--- src/rtl/wgq_pkg.sv ---
package wgq_pkg;
  localparam int NSRC = 7;
  localparam int IDX_HOST  = 0;
  localparam int IDX_SEQ   = 1;
  localparam int IDX_MARK  = 2;
  localparam int IDX_ADDR  = 3;
  localparam int IDX_SHOCK = 4;
  localparam int IDX_WERR  = 5;
  localparam int IDX_RERR  = 6;

  localparam int NLAT = 3;
  localparam int LAT_SHOCK = 0;
  localparam int LAT_WERR  = 1;
  localparam int LAT_RERR  = 2;

  localparam int RA_CFG  = 0;
  localparam int RA_BLK  = 1;
  localparam int RA_FLT  = 2;
  localparam int RA_PEND = 3;
  localparam int RA_LAT  = 4;

  // flag field above the blank time, LSB member last
  typedef struct packed {
    logic shock_low;
    logic fpin_en;
    logic qwg_low;
    logic req_low;
    logic cmp_off;
    logic err_low;
  } cfg_t;
endpackage

--- src/rtl/wgq_regs.sv ---
module wgq_regs
  import wgq_pkg::*;
#(
  parameter int DATA_W    = 16,
  parameter int ADDR_W    = 3,
  parameter int BLANK_W   = 8,
  parameter int BLANK_RST = 8'hA0
) (
  input  logic               clk,
  input  logic               rst_n,
  input  logic               reg_wr,
  input  logic [ADDR_W-1:0]  reg_addr,
  input  logic [DATA_W-1:0]  reg_wdata,
  output logic [DATA_W-1:0]  reg_rdata,
  input  logic [NSRC-1:0]    pend_set,
  input  logic [NLAT-1:0]    lat_set,
  output cfg_t               cfg,
  output logic [BLANK_W-1:0] blank,
  output logic [NSRC-1:0]    blk_mask,
  output logic [NSRC-1:0]    flt_mask,
  output logic [NSRC-1:0]    pend,
  output logic [NLAT-1:0]    lat
);
  localparam int FLAG_W = $bits(cfg_t);
  localparam int CFG_W  = BLANK_W + FLAG_W;

  logic wr_cfg, wr_blk, wr_flt, wr_pend, wr_lat;
  logic [NSRC-1:0] pend_clr;
  logic [NLAT-1:0] lat_clr;
  logic unused_wdata;

  assign wr_cfg  = reg_wr && (reg_addr == ADDR_W'(RA_CFG));
  assign wr_blk  = reg_wr && (reg_addr == ADDR_W'(RA_BLK));
  assign wr_flt  = reg_wr && (reg_addr == ADDR_W'(RA_FLT));
  assign wr_pend = reg_wr && (reg_addr == ADDR_W'(RA_PEND));
  assign wr_lat  = reg_wr && (reg_addr == ADDR_W'(RA_LAT));

  assign pend_clr = wr_pend ? reg_wdata[NSRC-1:0] : '0;
  assign lat_clr  = wr_lat  ? reg_wdata[NLAT-1:0] : '0;
  assign unused_wdata = ^reg_wdata[DATA_W-1:CFG_W];

  always_ff @(posedge clk or negedge rst_n) begin
    if (!rst_n) begin
      cfg      <= '0;
      blank    <= BLANK_W'(BLANK_RST);
      blk_mask <= '0;
      flt_mask <= '0;
      pend     <= '0;
      lat      <= '0;
    end else begin
      if (wr_cfg) begin
        blank <= reg_wdata[BLANK_W-1:0];
        cfg   <= reg_wdata[BLANK_W +: FLAG_W];
      end
      if (wr_blk) blk_mask <= reg_wdata[NSRC-1:0];
      if (wr_flt) flt_mask <= reg_wdata[NSRC-1:0];
      pend <= (pend & ~pend_clr) | pend_set;
      lat  <= (lat & ~lat_clr) | lat_set;
    end
  end

  always_comb begin
    reg_rdata = '0;
    case (int'(reg_addr))
      RA_CFG:  reg_rdata[CFG_W-1:0] = {cfg, blank};
      RA_BLK:  reg_rdata[NSRC-1:0]  = blk_mask;
      RA_FLT:  reg_rdata[NSRC-1:0]  = flt_mask;
      RA_PEND: reg_rdata[NSRC-1:0]  = pend;
      RA_LAT:  reg_rdata[NLAT-1:0]  = lat;
      default: reg_rdata = '0;
    endcase
  end


  pend_w1c_only_chk: assert property (@(posedge clk) disable iff (!rst_n)
    (|($past(pend) & ~pend)) |-> ($past(reg_wr) && $past(reg_addr) == ADDR_W'(RA_PEND)));


  pend_set_wins_chk: assert property (@(posedge clk) disable iff (!rst_n)
    (|pend_set) |=> ((pend & $past(pend_set)) == $past(pend_set)));


  lat_w1c_only_chk: assert property (@(posedge clk) disable iff (!rst_n)
    (|($past(lat) & ~lat)) |-> ($past(reg_wr) && $past(reg_addr) == ADDR_W'(RA_LAT)));
endmodule

--- src/rtl/wgq_blank.sv ---
module wgq_blank #(
  parameter int BLANK_W = 8
) (
  input  logic               clk,
  input  logic               rst_n,
  input  logic               level,
  input  logic [BLANK_W-1:0] blank,
  output logic               chk_en
);
  logic               level_q;
  logic               edge_now;
  logic [BLANK_W-1:0] cnt;

  assign edge_now = level ^ level_q;
  assign chk_en   = !edge_now && (cnt == '0);

  always_ff @(posedge clk or negedge rst_n) begin
    if (!rst_n) begin
      level_q <= 1'b0;
      cnt     <= '0;
    end else begin
      level_q <= level;
      if (edge_now)        cnt <= blank;
      else if (cnt != '0)  cnt <= cnt - 1'b1;
    end
  end


  blank_no_edge_chk: assert property (@(posedge clk) disable iff (!rst_n)
    chk_en |-> $stable(level));
endmodule

--- src/rtl/wgq_gate.sv ---
module wgq_gate
  import wgq_pkg::*;
(
  input  logic            clk,
  input  logic            rst_n,
  input  logic            req_active,
  input  logic [NSRC-1:0] srcs,
  input  logic [NSRC-1:0] blk_mask,
  input  logic [NSRC-1:0] flt_mask,
  output logic            qwg_active,
  output logic [NSRC-1:0] fault_evt
);
  localparam logic [NSRC-1:0] GATED_SRCS = ~(NSRC'(1) << IDX_RERR);

  logic [NSRC-1:0] block_vec;

  assign block_vec  = srcs & ~blk_mask;
  assign qwg_active = req_active && (block_vec == '0);

  for (genvar i = 0; i < NSRC; i++) begin : g_flt
    if (i == IDX_RERR) begin : g_latch
      assign fault_evt[i] = srcs[i] & ~flt_mask[i];
    end else begin : g_block
      assign fault_evt[i] = req_active & block_vec[i] & ~flt_mask[i];
    end
  end


  fault_means_blocked_chk: assert property (@(posedge clk) disable iff (!rst_n)
    (|(fault_evt & GATED_SRCS)) |-> !qwg_active);
endmodule

--- src/rtl/wg_safety_qual.sv ---
module wg_safety_qual
  import wgq_pkg::*;
#(
  parameter int DATA_W    = 16,
  parameter int ADDR_W    = 3,
  parameter int BLANK_W   = 8,
  parameter int BLANK_RST = 8'hA0
) (
  input  logic              clk,
  input  logic              rst_n,
  input  logic              reg_wr,
  input  logic [ADDR_W-1:0] reg_addr,
  input  logic [DATA_W-1:0] reg_wdata,
  output logic [DATA_W-1:0] reg_rdata,
  input  logic              wg_req_in,
  input  logic              ae_err_in,
  input  logic              shock_in,
  input  logic              mark_missing,
  input  logic              addr_match,
  input  logic              host_wdis,
  input  logic              seq_wdis,
  input  logic              seq_sel_in,
  input  logic              dflt_pin_in,
  output logic              qwg_out,
  output logic              sel_out,
  output logic              dflt_out,
  output logic              dflt_oe
);
  cfg_t               cfg;
  logic [BLANK_W-1:0] blank;
  logic [NSRC-1:0]    blk_mask, flt_mask, pend, srcs, fault_evt;
  logic [NLAT-1:0]    lat, lat_set;
  logic               req_active, qwg_active, err_active, mismatch, chk_en;
  logic               drive_fault;

  wgq_regs #(
    .DATA_W(DATA_W), .ADDR_W(ADDR_W), .BLANK_W(BLANK_W), .BLANK_RST(BLANK_RST)
  ) u_regs (
    .clk(clk), .rst_n(rst_n), .reg_wr(reg_wr), .reg_addr(reg_addr),
    .reg_wdata(reg_wdata), .reg_rdata(reg_rdata), .pend_set(fault_evt),
    .lat_set(lat_set), .cfg(cfg), .blank(blank), .blk_mask(blk_mask),
    .flt_mask(flt_mask), .pend(pend), .lat(lat)
  );

  assign req_active = wg_req_in ^ cfg.req_low;

  always_comb begin
    srcs            = '0;
    srcs[IDX_HOST]  = host_wdis;
    srcs[IDX_SEQ]   = seq_wdis;
    srcs[IDX_MARK]  = mark_missing;
    srcs[IDX_ADDR]  = ~addr_match;
    srcs[IDX_SHOCK] = lat[LAT_SHOCK];
    srcs[IDX_WERR]  = lat[LAT_WERR];
    srcs[IDX_RERR]  = lat[LAT_RERR];
  end

  wgq_gate u_gate (
    .clk(clk), .rst_n(rst_n), .req_active(req_active), .srcs(srcs),
    .blk_mask(blk_mask), .flt_mask(flt_mask), .qwg_active(qwg_active),
    .fault_evt(fault_evt)
  );

  wgq_blank #(.BLANK_W(BLANK_W)) u_blank (
    .clk(clk), .rst_n(rst_n), .level(qwg_active), .blank(blank), .chk_en(chk_en)
  );

  assign err_active = ae_err_in ^ cfg.err_low;
  assign mismatch   = cfg.cmp_off ? err_active : (err_active ^ qwg_active);

  always_comb begin
    lat_set            = '0;
    lat_set[LAT_SHOCK] = shock_in ^ cfg.shock_low;
    lat_set[LAT_WERR]  = chk_en & qwg_active & mismatch;
    lat_set[LAT_RERR]  = chk_en & ~qwg_active & mismatch;
  end

  assign drive_fault = |pend;
  assign qwg_out     = qwg_active ^ cfg.qwg_low;
  assign dflt_out    = drive_fault;
  assign dflt_oe     = cfg.fpin_en;
  assign sel_out     = seq_sel_in | (~cfg.fpin_en & dflt_pin_in);


  host_blocks_chk: assert property (@(posedge clk) disable iff (!rst_n)
    (host_wdis && !blk_mask[IDX_HOST]) |-> !qwg_active);


  fault_pin_chk: assert property (@(posedge clk) disable iff (!rst_n)
    (cfg.fpin_en && (|pend)) |-> (dflt_out && dflt_oe));
endmodule

--- config.mk ---
export PLATFORM = sky130hd
export DESIGN_NAME = wg_safety_qual
export DESIGN_NICKNAME = d
export VERILOG_FILES = /design/src/rtl/wgq_pkg.sv /design/src/rtl/wgq_regs.sv /design/src/rtl/wgq_blank.sv /design/src/rtl/wgq_gate.sv /design/src/rtl/wg_safety_qual.sv
export SDC_FILE = /design/constraint.sdc
export NUM_CORES = 1
export LEC_CHECK = 0
export ABC_AREA = 1
export CAP_MARGIN = 20
export CORE_ASPECT_RATIO = 1.1
export CORE_MARGIN = 10
export CORE_UTILIZATION = 40
export CTS_BUF_LIST = sky130_fd_sc_hd__clkbuf_16
export CTS_CLUSTER_SIZE = 10
export DETAILED_ROUTE_END_ITERATION = 6
export PLACE_DENSITY_LB_ADDON = 0.1
export SYNTH_ARGS = -nofsm -noshare
export SYNTH_HDL_FRONTEND = slang
export SYNTH_SLANG_ARGS = --single-unit
--- constraint.sdc ---
create_clock -name clk -period 1.3 [get_ports clk]
set_input_delay 0.26 -clock clk [delete_from_list [all_inputs] [get_ports clk]]
set_output_delay 0.26 -clock clk [all_outputs]
set_load 0.01 [all_outputs]
==> impl_metrics.json <==
{
  "die_x_um": 96.6,
  "cp-startpoint": "mark_missing",
  "clkSinkCount": 47,
  "path_clk_slew_ns": 0.07,
  "ff_latch_area_um2": 1180,
  "grt_pass1_vias": 2666,
  "drtAntennaViolNets": 0,
  "vias": 2639,
  "powerDensity_nw_per_um2": 1450,
  "fillers": 523,
  "wl_per_cell_um": 14.9,
  "synth_seq_cells": 47,
  "power_frac_seq_pct": 33.1,
  "crit_path_end": "qwg_out",
  "period_needed_ns": 1.63,
  "endpoint_kind": "output port",
  "grt_pass1_wl_mm": 12.9,
  "skew_ns": 0.00676,
  "multi_input_area_um2": 1430,
  "intPower_uw": 4050,
  "numCtsBuffers": 5,
  "vdd_drop_max_uv": 927,
  "overflow": 0,
  "sw_frac_of_total_pct": 35.2,
  "clock-root-buffer": "clkbuf_16",
  "critPathMaxStageDelay_ns": 0.44,
  "leakagePower_uw": 0.00216,
  "worst-path-buf-inv": 2,
  "cts_tree": "done",
  "utilization_pct": 69.5,
  "violations": "negative setup slack",
  "place_inst": 496,
  "final_common_cell": "buf_4",
  "postSynthCellCount": 304,
  "h-tree-depth": 2,
  "stdcell_count": 539,
  "r2r_slack_ns": -0.22,
  "syn_to_final_growth_pct": 67.8,
  "path_max_fanout": 2,
  "synth_cell_types": 38,
  "dp_hpwl_mm": 5.38,
  "synth-main-ff-cell": "dfrtp_1",
  "start_util_pct": 41.4,
  "finalSetupViolations": 21,
  "syn_area_per_cell_um2": 8.48,
  "grt_use_total_pct": 16.0,
  "gp_congestion": 0.857,
  "synth_seq_area_share_pct": 45.7,
  "rows": 30,
  "dieArea_um2": 10100,
  "synth_edf_count": 0,
  "arrival_ns": 1.37,
  "hold_class": "in -> async",
  "crit_required_ns": 1.04,
  "report.final.hold_viol_count": 0,
  "viasPerCell": 4.90,
  "ys_async_sr_fraction_pct": 100,
  "cp.depth": 7,
  "clock_latency_ns": 0.29,
  "fmax_ghz": 0.612,
  "grt_setup_unrepaired": "true",
  "outcome": "finished, violations left",
  "cts_buffer_depth": 2,
  "fin_nets": 491,
  "reg2reg_depth": 11,
  "start_kind": "primary input",
  "drt_pass1_iterations": 4,
  "layout-drive-gt1-share_pct": 49.0,
  "layout_common_cells": "82 x buf_4, 55 x nand2_1, 45 x dfrtp_1, 25 x buf_6, 22 x inv_1",
  "crit_path_cell_trace": "clkdlybuf4s50_1, nand2_4, nand2_4, nor2_8, nand3_4, xor2_1, buf_2",
  "cp_top_family": "buffers and inverters",
  "die_h_um": 104,
  "io_pins": 51,
  "timing_worst_setup_path_type": "in -> out",
  "r2r-end": "u_blank.cnt[1]",
  "p_sw_uw": 2200,
  "slowest_stage": "clkdlybuf4s50_1",
  "cap_violations": 0,
  "p_comb_share_pct": 45.6,
  "path_common_cell": "nand2_4",
  "drt_iter0_drc": 146,
  "io_buffers": 46,
  "setup_slack_ns": -0.333,
  "core_area_um2": 6230,
  "grt_start_max_net_pins": 48,
  "n_antenna_cell": 0,
  "wl_mm": 8.06,
  "fin_crit_sh_pct": 126,
  "syn-cell-area_um2": 2580,
  "yosys_warnings": 0,
  "remaining_drc_errors": 0,
  "r2r-start": "u_regs.blk_mask[0]",
  "antenna_found_initial": 0,
  "power_uw": 6260,
  "power_frac_clock_pct": 21.3,
  "slew_viol_final": 0
}
[cell type report]
| class | instances | area share (%) |
|---|---|---|
| clock inverter | 3 | 0.520 |
| timing repair buffer | 153 | 29.9 |
| tap | 80 | 2.31 |
| clock buffer | 5 | 2.89 |
| multi-input combinational | 207 | 33.1 |
| sequential | 47 | 27.2 |
| inverter | 44 | 3.99 |
[sequential cells by signal (all words and copies together) (netlist names)]
| name | cells |
|---|---|
| u_blank.level_q | 1 |
| u_regs.cfg | 6 |
| u_blank.cnt | 8 |
| u_regs.lat | 3 |
| u_regs.blank | 8 |
| u_regs.flt_mask | 7 |
| u_regs.blk_mask | 7 |
| u_regs.pend | 7 |
[cells in the mapped netlist (3+ instances only)]
cell | count | area share (%)
nand2_1 | 67 | 9.8
dfrtp_1 | 45 | 44
inv_1 | 33 | 4.8
nor2_1 | 21 | 3.1
o21ai_0 | 17 | 3.3
o21ai_1 | 17 | 3.3
inv_2 | 11 | 1.6
a21oi_1 | 9 | 1.7
nand3_1 | 9 | 1.7
nand2_2 | 7 | 1.7
nand2_4 | 6 | 2.6
nand3_2 | 6 | 2.3
o2111ai_1 | 5 | 1.7
o21ai_2 | 5 | 1.7
o31ai_1 | 5 | 1.5
xor2_1 | 5 | 1.7
xnor2_1 | 4 | 1.4
buf_2 | 3 | 0.58
nand4_1 | 3 | 0.73
[worst min-delay path by stage]
| stage | start | end | slack [ns] | cells after the start |
|---|---|---|---|---|
| final | rst_n | u_regs.pend[0] | 0.47 | 3 |
| after global routing | u_regs.blank[5] | u_regs.blank[5] | 0.50 | 2 |
| after detailed placement | rst_n | u_regs.pend[0] | 0.27 | 2 |
| after CTS | reg_addr[2] | u_regs.lat[2] | 0.48 | 6 |
| after global placement | rst_n | u_regs.blk_mask[2] | 0.27 | 2 |
| after floorplan | rst_n | u_blank.cnt[0] | -0.04 | 0 |
[logic make-up after synthesis]
logic type               after synthesis  share of synthesized area [%]
flip-flops                            47                           45.7
AND/OR/NAND/NOR                      131                           27.3
XOR/XNOR                               9                           3.06
buffers and inverters                 52                           8.44
AO/OA/AOI/OAI                         62                           14.4
other                                  1                          0.145
adder cells (fa/ha/maj)                2                          0.970
[metal layers]
layer  vias up  part of all wire [%]  global-route usage (%)  routed length (um)
met1      1264                    42                    20.1                3350
met5         -                     0                       0                   0
met2        73                    52                    26.8                4160
met3        14                   5.0                    2.60                 402
met4         0                   1.7                    4.89                 137
li1       1288                     -                       -                   -
[per-stage QoR]
| step | hold slack, ns | worst slack, ns | cell area [um^2] | TNS, ns |
|---|---|---|---|---|
| floorplan | -0.0356 | 0.0118 | 2580 | 0 |
| global placement | 0.268 | -0.888 | 3660 | -31.35 |
| detailed placement | 0.269 | -0.960 | 3660 | -34.16 |
| CTS | 0.478 | -0.315 | 4060 | -2.38 |
| global route | 0.498 | -0.402 | 4330 | -4.86 |
| finish | 0.474 | -0.333 | 4330 | -3.53 |
[tightest hold or removal path, stage by stage]
cell and delay, ns:
dlygate4sd3_1 0.52, buf_2 0.12, buf_12 0.25
[power by group through the flow]
stage	registers, uW	clock network, uW	logic (uW)
after CTS	2060	1330	2590
final	2070	1330	2850
after detailed placement	2070	0	2430
after global placement	2060	0	2380
after floorplan	2080	0	1280
after global routing	2120	1400	3150
[repair_timing]
item / 4_1_cts / 5_1_grt
hold buffers: 1 / 0
resized for setup: 141 / 37
cloned: 1 / 0
endpoints found under the hold margin: 45 / 0
pin swaps: 19 / 22
setup endpoints to repair: 63 / 24
setup buffers: 19 / 18
(Power assumes the default switching activity.)
